--- src/rtl/tmr_pkg.sv ---
package tmr_pkg;
  localparam int unsigned NREP = 3;
  typedef logic [NREP-1:0] rep_vec_t;

  function automatic logic maj3(input logic a, input logic b, input logic c);
    return (a & b) | (a & c) | (b & c);
  endfunction
endpackage

--- src/rtl/tmr_inject.sv ---
module tmr_inject #(
  parameter int unsigned WIDTH = 8,
  localparam int unsigned BW   = (WIDTH > 1) ? $clog2(WIDTH) : 1
) (
  input  logic [tmr_pkg::NREP-1:0][WIDTH-1:0] rep_i,
  input  logic                                inj_en_i,
  input  logic [1:0]                          inj_rep_i,
  input  logic [BW-1:0]                       inj_bit_i,
  output logic [tmr_pkg::NREP-1:0][WIDTH-1:0] rep_o
);
  logic [WIDTH-1:0] bit_mask;
  assign bit_mask = WIDTH'(1) << inj_bit_i;

  for (genvar k = 0; k < tmr_pkg::NREP; k++) begin : g_rep
    logic hit;
    assign hit      = inj_en_i && (inj_rep_i == 2'(k));
    assign rep_o[k] = hit ? (rep_i[k] ^ bit_mask) : rep_i[k];
  end
endmodule

--- src/rtl/tmr_majority.sv ---
module tmr_majority #(
  parameter int unsigned WIDTH = 8
) (
  input  logic [tmr_pkg::NREP-1:0][WIDTH-1:0] rep_i,
  output logic [WIDTH-1:0]                    vote_o
);
  for (genvar b = 0; b < WIDTH; b++) begin : g_bit
    assign vote_o[b] = tmr_pkg::maj3(rep_i[0][b], rep_i[1][b], rep_i[2][b]);
  end
endmodule

--- src/rtl/tmr_diag.sv ---
module tmr_diag #(
  parameter int unsigned WIDTH = 8
) (
  input  logic                                clk_i,
  input  logic                                rst_ni,
  input  logic [tmr_pkg::NREP-1:0][WIDTH-1:0] rep_i,
  input  logic [WIDTH-1:0]                    vote_i,
  input  logic                                clr_i,
  output tmr_pkg::rep_vec_t                   mis_o,
  output tmr_pkg::rep_vec_t                   sticky_o,
  output logic                                multi_o
);
  tmr_pkg::rep_vec_t sticky_q;

  for (genvar k = 0; k < tmr_pkg::NREP; k++) begin : g_cmp
    assign mis_o[k] = |(rep_i[k] ^ vote_i);
  end

  assign multi_o = (mis_o[0] & mis_o[1]) | (mis_o[0] & mis_o[2]) | (mis_o[1] & mis_o[2]);

  // set has priority over clear so a same-cycle disagreement is kept
  always_ff @(posedge clk_i or negedge rst_ni) begin
    if (!rst_ni)    sticky_q <= '0;
    else if (clr_i) sticky_q <= mis_o;
    else            sticky_q <= sticky_q | mis_o;
  end

  assign sticky_o = sticky_q;
endmodule

--- src/rtl/tmr_vote_diag.sv ---
module tmr_vote_diag #(
  parameter int unsigned WIDTH   = 8,
  parameter bit          OUT_REG = 1'b0,
  localparam int unsigned BW     = (WIDTH > 1) ? $clog2(WIDTH) : 1
) (
  input  logic             clk_i,
  input  logic             rst_ni,
  input  logic [WIDTH-1:0] rep0_i,
  input  logic [WIDTH-1:0] rep1_i,
  input  logic [WIDTH-1:0] rep2_i,
  input  logic             clr_i,
  input  logic             inj_en_i,
  input  logic [1:0]       inj_rep_i,
  input  logic [BW-1:0]    inj_bit_i,
  output logic [WIDTH-1:0] vote_o,
  output logic [2:0]       mis_o,
  output logic [2:0]       sticky_o,
  output logic             multi_o
);
  logic [tmr_pkg::NREP-1:0][WIDTH-1:0] raw, eff;
  logic [WIDTH-1:0]                    vote_c;

  assign raw[0] = rep0_i;
  assign raw[1] = rep1_i;
  assign raw[2] = rep2_i;

  tmr_inject #(.WIDTH(WIDTH)) u_inject (
    .rep_i    (raw),
    .inj_en_i (inj_en_i),
    .inj_rep_i(inj_rep_i),
    .inj_bit_i(inj_bit_i),
    .rep_o    (eff)
  );

  tmr_majority #(.WIDTH(WIDTH)) u_major (
    .rep_i (eff),
    .vote_o(vote_c)
  );

  tmr_diag #(.WIDTH(WIDTH)) u_diag (
    .clk_i   (clk_i),
    .rst_ni  (rst_ni),
    .rep_i   (eff),
    .vote_i  (vote_c),
    .clr_i   (clr_i),
    .mis_o   (mis_o),
    .sticky_o(sticky_o),
    .multi_o (multi_o)
  );

  if (OUT_REG) begin : g_oreg
    logic [WIDTH-1:0] vote_q;
    always_ff @(posedge clk_i or negedge rst_ni) begin
      if (!rst_ni) vote_q <= '0;
      else         vote_q <= vote_c;
    end
    assign vote_o = vote_q;
  end else begin : g_ocomb
    assign vote_o = vote_c;
  end
endmodule

--- config.mk ---
export PLATFORM = sky130hd
export DESIGN_NAME = tmr_vote_diag
export DESIGN_NICKNAME = d
export VERILOG_FILES = /design/src/rtl/tmr_pkg.sv /design/src/rtl/tmr_inject.sv /design/src/rtl/tmr_majority.sv /design/src/rtl/tmr_diag.sv /design/src/rtl/tmr_vote_diag.sv
export SDC_FILE = /design/constraint.sdc
export NUM_CORES = 1
export LEC_CHECK = 0
export BUFFER_PORTS_ARGS = -buffer_cell sky130_fd_sc_hd__buf_2
export CORE_ASPECT_RATIO = 0.8
export CORE_MARGIN = 4
export CORE_UTILIZATION = 35
export DETAILED_ROUTE_END_ITERATION = 7
export SYNTH_ARGS = -nofsm -noshare
export SYNTH_HDL_FRONTEND = slang
export SYNTH_SLANG_ARGS = --single-unit
--- constraint.sdc ---
create_clock -name clk_i -period 4.2 [get_ports clk_i]
set_clock_uncertainty 0.2 [all_clocks]
set_input_delay 0.84 -clock clk_i [delete_from_list [all_inputs] [get_ports clk_i]]
set_output_delay 0.84 -clock clk_i [all_outputs]
set_load 0.05 [all_outputs]
Word level (Yosys, flattened, before mapping)
Cells that the tools add are included.
- memory bits (writable): 0
- memories: 0
- input port bits: 33
- bits in latches: 0
- ROM bits: 0
- bits in registers: 3
- logic and storage cells: 67
- output and inout port bits: 15
- multipliers: 0
- reductions and logical operators: 7
- multiplexer cells: 4
- add/subtract/negate cells: 0
- shifts and indexed selects: 1
- equality and inequality tests: 2
- order comparisons: 0
- div/mod/pow operators: 0
- bitwise gates (word level): 52
- operators by type and width (operator ; number):
    $xor 8x8->8 ; 6
    $and 1x1->1 ; 27
    $mux 8 ; 3
    $reduce_or 8->1 ; 3
    $or 1x1->1 ; 18
    $shl 1x3->8 const A ; 1
    $logic_and 1x1->1 ; 3
    $mux 3 ; 1
    $or 3x3->3 ; 1
    $eq 2x1->1 const B ; 1
    $eq 2x2->1 const B ; 1
    $logic_not 2->1 ; 1

Depth between registers and ports, before layout
Gate-level depths: netlist of run 1.
- depth in word-level cells: 11
- depth in mapped cells: 8
- depth with buffers taken out: 7

Cells and area by module
Synthesis of run 1 repeated with hierarchy kept, for this count alone.
- cell total of the unflattened synthesis: 111
- area, all modules: 894.6 µm²
- by module, submodules not included (module ; instances ; seq. area each (µm²) ; cells an instance ; area each (µm²)):
    tmr_inject ; 1 ; 0.0 ; 62 ; 431.7
    tmr_diag ; 1 ; 75.1 ; 41 ; 372.9
    tmr_majority ; 1 ; 0.0 ; 8 ; 90.1

Least setup slack after synthesis of run 1
Ideal clock, no wire load.
- kind: input -> output
- start point: in inj_bit_i[2]
- end point: out multi_o
- data required time: 3.160 ns
- stages: 8
- arrival time: 3.497 ns
- path slack: -0.337 ns
- path through: or2_1 > buf_6 > or4_4 > o211a_1 > mux2_2 > a221oi_1 > nand4_1 > maj3_2
- word-level cells in the longest chain between the ends: 11
- ends and longest elaborated chain (what ; line ; RTL):
    start, declared ; tmr_vote_diag.sv:14 ; input logic [BW-1:0] inj_bit_i,
    $shl 1x3->8 (*) ; tmr_inject.sv:12 ; assign bit_mask = WIDTH'(1) << inj_bit_i;
    $xor 8x8->8 ; tmr_inject.sv:17 ; assign rep_o[k] = hit ? (rep_i[k] ^ bit_mask) : rep_i[k];
    $mux 8 ; tmr_inject.sv:17 ;
    $and 1x1->1 ; tmr_pkg.sv:6 ; return (a & b) | (a & c) | (b & c);
    $or 1x1->1 (2 in series) ; tmr_pkg.sv:6 ;
    $xor 8x8->8 (*) ; tmr_diag.sv:16 ; assign mis_o[k] = |(rep_i[k] ^ vote_i);
    $reduce_or 8->1 (*) ; tmr_diag.sv:16 ;
    named net mis_o[2] ; tmr_vote_diag.sv:16 ; output logic [2:0] mis_o,
    $and 1x1->1 ; tmr_diag.sv:19 ; assign multi_o = (mis_o[0] & mis_o[1]) | (mis_o[0] & mis_o[2]) | (mis_o[1] & mis_o[2]);
    $or 1x1->1 ; tmr_diag.sv:19 ;
    $or 1x1->1 (*) ; tmr_diag.sv:19 ;
    end, declared ; tmr_vote_diag.sv:18 ; output logic multi_o
The timed path passes the listed nets; every way through them passes the cells marked *.

Worst setup path after layout of run 1
- start point: in inj_bit_i[0]
- end point: out multi_o
- word-level cells in the longest chain between the ends: 11
- ends and longest elaborated chain (what ; line):
    $shl 1x3->8 (*) ; tmr_inject.sv:12
    $xor 8x8->8 ; tmr_inject.sv:17
    $mux 8 ; tmr_inject.sv:17
    $and 1x1->1 ; tmr_pkg.sv:6
    $or 1x1->1 (2 in series) ; tmr_pkg.sv:6
    $xor 8x8->8 ; tmr_diag.sv:16
    $reduce_or 8->1 ; tmr_diag.sv:16
    $and 1x1->1 ; tmr_diag.sv:19
    $or 1x1->1 ; tmr_diag.sv:19
    $or 1x1->1 (*) ; tmr_diag.sv:19
Every way passes the cells marked *; elsewhere a longest branch is shown, timed or not.

==> results of run 1 <==
## metal layers
layer	vias up	routed length [um]	GRT usage [%]
met4	0	61	3.95
met5	-	0	0
met1	754	1880	24.9
met2	46	1930	28.5
li1	821	-	-
met3	6	206	0.504
## placed cells by master (no fill, tap or decap), drive strengths merged, types with 2 or more instances in the layout
master   Yosys  routed
a211oi       3       3
nand4        6       6
nand2b       4       4
dfrtp        3       3
nand4bb      2       2
o211a        3       3
or4          4       4
nand2       11      11
xnor2       12      12
mux2i        7       7
clkbuf       2       4
buf          2      98
nor2        19      19
a221oi       4       4
o31ai        3       3
and2         4       4
inv          2       2
a22o         3       3
a21oi        4       4
a21o         3       3
and3         2       2
o221ai       2       2
mux2         2       2
or2          3       3
o21ai        4       4
o21a         7       7
nor3        12      12
maj3         3       3
xor2         8       8
o211ai       3       3
nor2b        3       3
or3          7       7
## stage by stage
| step | hold WS, ps | setup WS (ps) | power, W | cell area (um^2) | TNS [ps] |
|---|---|---|---|---|---|
| 6_report | 222 | -3.85 | 0.000342 | 2080 | -3.85 |
| 5_1_grt | 217 | -84.2 | 0.000363 | 2080 | -84.2 |
| 4_1_cts | 215 | 6.34 | 0.000322 | 1880 | 0 |
| 3_5_place_dp | 268 | -110 | 0.000234 | 1810 | -110 |
| 3_3_place_gp | 258 | -58.0 | 0.000233 | 1810 | -58.0 |
| 2_1_floorplan | 344 | -295 | 0.000153 | 1180 | -295 |
## power breakdown
part	switching (W)	internal (W)
Combinational	0.000126	0.000100
Clock	0.0000191	0.0000647
Sequential	0.000000644	0.0000304
## cells by family after synthesis
kind of cell / after synthesis / share of synthesized area [%]
buf+inv: 6 / 2.66
mux: 9 / 7.88
flops: 3 / 6.39
compound gates: 42 / 26.6
simple gates: 81 / 38.2
fa+ha+maj: 3 / 2.66
xor+xnor: 20 / 15.5
## final cells by class
class                   instances  area [um^2]  area share [%]
well taps                      40         50.0            2.41
multi-input cells             155         1250            60.0
flip-flops and latches          3         75.1            3.61
clock buffers                   4         45.0            2.17
repair buffers                 98          653            31.4
inverters                       2         7.51           0.361
## worst max-delay path by stage
stage               endpoint  slack (ps)  cells after the start
floorplan            multi_o        -290                      8
global placement     multi_o         -60                      9
detailed placement   multi_o        -110                      9
CTS                  multi_o           6                      9
global route         multi_o         -80                     10
finish               multi_o          -4                      9
## repair_timing
item	4_1_cts	5_1_grt
setup buffers	0	3
cloned	0	0
pin swaps	1	13
setup endpoints to repair	1	3
gates resized for setup	7	38
==> impl_metrics.env, run 1 <==
export IMPL_wl_per_cell_um=13.5
export IMPL_cts_tree="done"
export IMPL_async_reset_ff_share_pct=100
export IMPL_vias=1627
export IMPL_grt_usage_pct=17.3
export IMPL_reg2reg_depth=1
export IMPL_fillers=291
export IMPL_synthCells=164
export IMPL_synth_edff_count=0
export IMPL_io_buffer_count=47
export IMPL_finalCritPeriodShare_pct=100
export IMPL_fin_crit_ps=4200
export IMPL_cts_max_path_buffers=2
export IMPL_numCtsBuffers=3
export IMPL_path_clk_slew_ps=30
export IMPL_rr_startpoint="u_diag.sticky_o[0]"
export IMPL_postCtsHoldBufs=0
export IMPL_required_ps=3160
export IMPL_yosysMostFrequentCell="nor2_1"
export IMPL_dp_hpwl_um=3190
export IMPL_drt_iter0_drc=60
export IMPL_ir_drop_uv=83.9
export IMPL_final_core_util_pct=65.9
export IMPL_hp_class="in -> async"
export IMPL_synth_top_flop_cell="dfrtp_1"
export IMPL_crit_arrival_ps=3160
export IMPL_worst_path_buf_inv=2
export IMPL_dr_pass1_iters=4
export IMPL_clk_insertion_delay_late_ps=210
export IMPL_setup_viol=1
export IMPL_ys_seq_area_share_pct=6.39
export IMPL_worst_pin_slew_ps=351
export IMPL_layout_cells_non_filler=302
export IMPL_die_h_um=59.8
export IMPL_maxSlewHeadroom_pct=76.4
export IMPL_antenna_found_initial=0
export IMPL_htree_levels=1
export IMPL_critical_path_class="in -> out"
export IMPL_io_pins=48
export IMPL_clock_sinks=3
export IMPL_cts_root_buf="clkbuf_8"
export IMPL_gr_total_overflow=0
export IMPL_ys_types=44
export IMPL_dieArea_um2=4350
export IMPL_timing_final_ws_setup_ps=-3.85
export IMPL_slowest_stage="or4b_4"
export IMPL_grt_pass1_wl_um=6010
export IMPL_dp_cells=295
export IMPL_netlist_area_um2=1170
export IMPL_start_util_pct=37.3
export IMPL_wl_um=4080
export IMPL_path_max_fanout=5
export IMPL_rrSetupSlack_ps=3350
export IMPL_nNetsFinal=296
export IMPL_final_max_slew_viol_count=0
export IMPL_grt_max_degree=10
export IMPL_synthTopCellsByArea="xnor2_1, dfrtp_1, nor2_1"
export IMPL_violations="setup timing"
export IMPL_path_cells="buf_8 -> or4b_4 -> nor2_4 -> xnor2_2 -> o21a_1 -> o221ai_2 -> or4_4 -> maj3_2 -> buf_8"
export IMPL_yosysWarningCount=0
export IMPL_synthTopCellsByCount="nor2_1, nor3_1, xnor2_1"
export IMPL_via_per_inst=5.39
export IMPL_areaGrowthSynthToFinish_pct=76.8
export IMPL_cpPeakStageDelay_ps=610
export IMPL_leakage_nw=0.901
export IMPL_synth_top_area_share_pct=8.95
export IMPL_synth_nets=197
export IMPL_grt_pass1_vias=1388
export IMPL_syn_area_per_cell_um2=7.16
export IMPL_drc_errors=0
export IMPL_cp_top_family="simple AND/OR/NAND/NOR gates"
export IMPL_status="finished, violations left"
export IMPL_crit_reg2reg_capture="u_diag.sticky_o[0]"
export IMPL_max_freq_ghz=0.238
export IMPL_rsz0062_at_grt="true"
export IMPL_rows=18
export IMPL_layout_drive_gt1_share_pct=52.7
export IMPL_end_kind="output pin"
export IMPL_ant_nets=0
export IMPL_start_kind="input pin"
export IMPL_core_um2=3150
export IMPL_yosys_area_top_type="xnor2_1"
export IMPL_drv_cap=0
export IMPL_largest_reg_flops=3
export IMPL_die_w_um=72.8
export IMPL_crit_start="inj_bit_i[0]"
export IMPL_hold_viol=0
export IMPL_antennaDiodeCount=0
export IMPL_ys_seq_elements=3
export IMPL_power_density_nw_per_um2=164
export IMPL_worst_path_most_repeated_cell="buf_8"
export IMPL_globalplace_congestion=0.799
No activity file was read; power rests on OpenSTA's default activity.
==> inputs of run 2 (changes only) <==
--- a/config.mk
+++ b/config.mk
@@ -10,6 +10,7 @@
 export CORE_MARGIN = 4
 export CORE_UTILIZATION = 35
 export DETAILED_ROUTE_END_ITERATION = 7
+export PLACE_DENSITY = 0.7
 export SYNTH_ARGS = -nofsm -noshare
 export SYNTH_HDL_FRONTEND = slang
 export SYNTH_SLANG_ARGS = --single-unit
==> impl_metrics.env, run 2 (synthesized netlist as in run 1, its figures left out) <==
export IMPL_wl_per_cell_um=14.0
export IMPL_final_max_slew_viol_count=0
export IMPL_path_cells="buf_8 -> or4b_4 -> nor2_4 -> xnor2_4 -> o21a_1 -> o221ai_2 -> or4_4 -> maj3_2 -> buf_8"
export IMPL_die_w_um=72.8
export IMPL_placed_cell_area_um2=1730
export IMPL_io_pins=48
export IMPL_finalCritPeriodShare_pct=101
export IMPL_numCtsBuffers=3
export IMPL_path_clk_slew_ps=30
export IMPL_use_met1_pct=25.6
export IMPL_leakage_nw=0.850
export IMPL_antenna_found_initial=0
export IMPL_crit_arrival_ps=3200
export IMPL_fillers=278
export IMPL_gr_total_overflow=0
export IMPL_ir_drop_uv=80.3
export IMPL_hold_ws_ps=210
export IMPL_die_h_um=59.8
export IMPL_globalplace_congestion=0.813
export IMPL_dp_cells=285
export IMPL_cts_max_path_buffers=2
export IMPL_slowest_stage="or4b_4"
export IMPL_end_kind="output pin"
export IMPL_io_buffer_count=47
export IMPL_maxSlewHeadroom_pct=65.6
export IMPL_status="finished, violations left"
export IMPL_fin_area_um2=2010
export IMPL_dp_hpwl_um=3050
export IMPL_worst_pin_slew_ps=512
export IMPL_layout_cells_non_filler=293
export IMPL_critical_path_class="in -> out"
export IMPL_dieArea_um2=4350
export IMPL_setup_viol=1
export IMPL_rows=18
export IMPL_cpPeakStageDelay_ps=620
export IMPL_grt_use_met3_pct=0.672
export IMPL_via_per_inst=5.29
export IMPL_clk_insertion_delay_late_ps=210
export IMPL_htree_levels=1
export IMPL_areaGrowthSynthToFinish_pct=71.5
export IMPL_grt_pass1_vias=1437
export IMPL_drv_cap=0
export IMPL_cts_tree="done"
export IMPL_vias=1551
export IMPL_start_kind="input pin"
export IMPL_postCtsHoldBufs=0
export IMPL_drc_errors=0
export IMPL_grt_use_met2_pct=29.2
export IMPL_timing_final_ws_setup_ps=-43.6
export IMPL_dr_pass1_iters=4
export IMPL_grt_busiest_layer="met2"
export IMPL_regArea_um2=75.1
export IMPL_worst_path_buf_inv=2
export IMPL_path_max_fanout=6
export IMPL_violations="setup timing"
export IMPL_grt_pass1_wl_um=6150
export IMPL_max_freq_ghz=0.236
export IMPL_worst_path_most_repeated_cell="buf_8"
export IMPL_rsz0062_at_grt="true"
export IMPL_hold_viol=0
export IMPL_final_common_cell="buf_2"
export IMPL_multiInputGateArea_um2=1250
export IMPL_ant_nets=0
export IMPL_core_um2=3150
export IMPL_grt_usage_pct=17.6
export IMPL_fin_crit_ps=4240
export IMPL_drt_iter0_drc=90
export IMPL_nNetsFinal=287
export IMPL_power_density_nw_per_um2=167
export IMPL_required_ps=3160
export IMPL_hp_class="in -> async"
export IMPL_start_util_pct=37.3
export IMPL_antennaDiodeCount=0
export IMPL_largest_reg_flops=3
export IMPL_final_cell_mix="buf_2, buf_4, nor2_1, nand2_1, xnor2_1"
export IMPL_clock_sinks=3
export IMPL_cts_root_buf="clkbuf_8"
export IMPL_layout_drive_gt1_share_pct=49.8
export IMPL_wl_um=4110
export IMPL_cp_top_family="simple AND/OR/NAND/NOR gates"
export IMPL_grt_max_degree=10
==> run 2: final timing paths <==
| check | start | end | slack [ps] | cells past startpoint |
|---|---|---|---|---|
| max reg2reg | u_diag.sticky_o[0] | u_diag.sticky_o[0] | 3350 | 1 |
| max in group asynchronous | rst_ni | u_diag.sticky_o[0] | 3490 | 1 |
| max | inj_bit_i[1] | multi_o | -40 | 9 |
| min reg2reg | u_diag.sticky_o[1] | u_diag.sticky_o[1] | 270 | 1 |
| min in group clk_i | u_diag.sticky_o[1] | u_diag.sticky_o[1] | 270 | 1 |
| min | rst_ni | u_diag.sticky_o[2] | 210 | 1 |
==> run 2: repair_timing <==
| item | CTS | global route |
|---|---|---|
| hold endpoints to repair | 0 | 0 |
| buffers inserted | 0 | 4 |
| setup endpoints to repair | 1 | 2 |
| resized for setup | 11 | 34 |
| pin swaps | 2 | 19 |
==> run 2: per-stage QoR <==
stage	total power (W)	setup TNS [ps]	utilization, %	worst slack, ps
after floorplan	0.000153	-295	-	-295
after global placement	0.000225	-46.9	54.9	-46.9
after detailed placement	0.000226	-81.5	54.9	-81.5
after CTS	0.000318	0	58.3	1.68
after global routing	0.000358	-113	63.9	-113
final	0.000337	-43.6	63.9	-43.6
==> run 2: area by class of cell <==
class                   instances  share of cell area (%)
flip-flops and latches          3                    3.73
multi-input cells             155                    62.2
clock buffers                   4                    2.24
well taps                      40                    2.48
inverters                       2                   0.373
repair buffers                 89                    28.9
==> run 2: power by group <==
group / switching [W] / internal (W)
registers: 0.000000600 / 0.0000304
logic: 0.000128 / 0.0000936
clock network: 0.0000202 / 0.0000648
==> run 2: per-layer routing <==
layer / vias to the layer above / wire (um)
met4: 0 / 13
met1: 702 / 1970
met5: - / 0
met2: 44 / 1890
li1: 803 / -
met3: 2 / 240
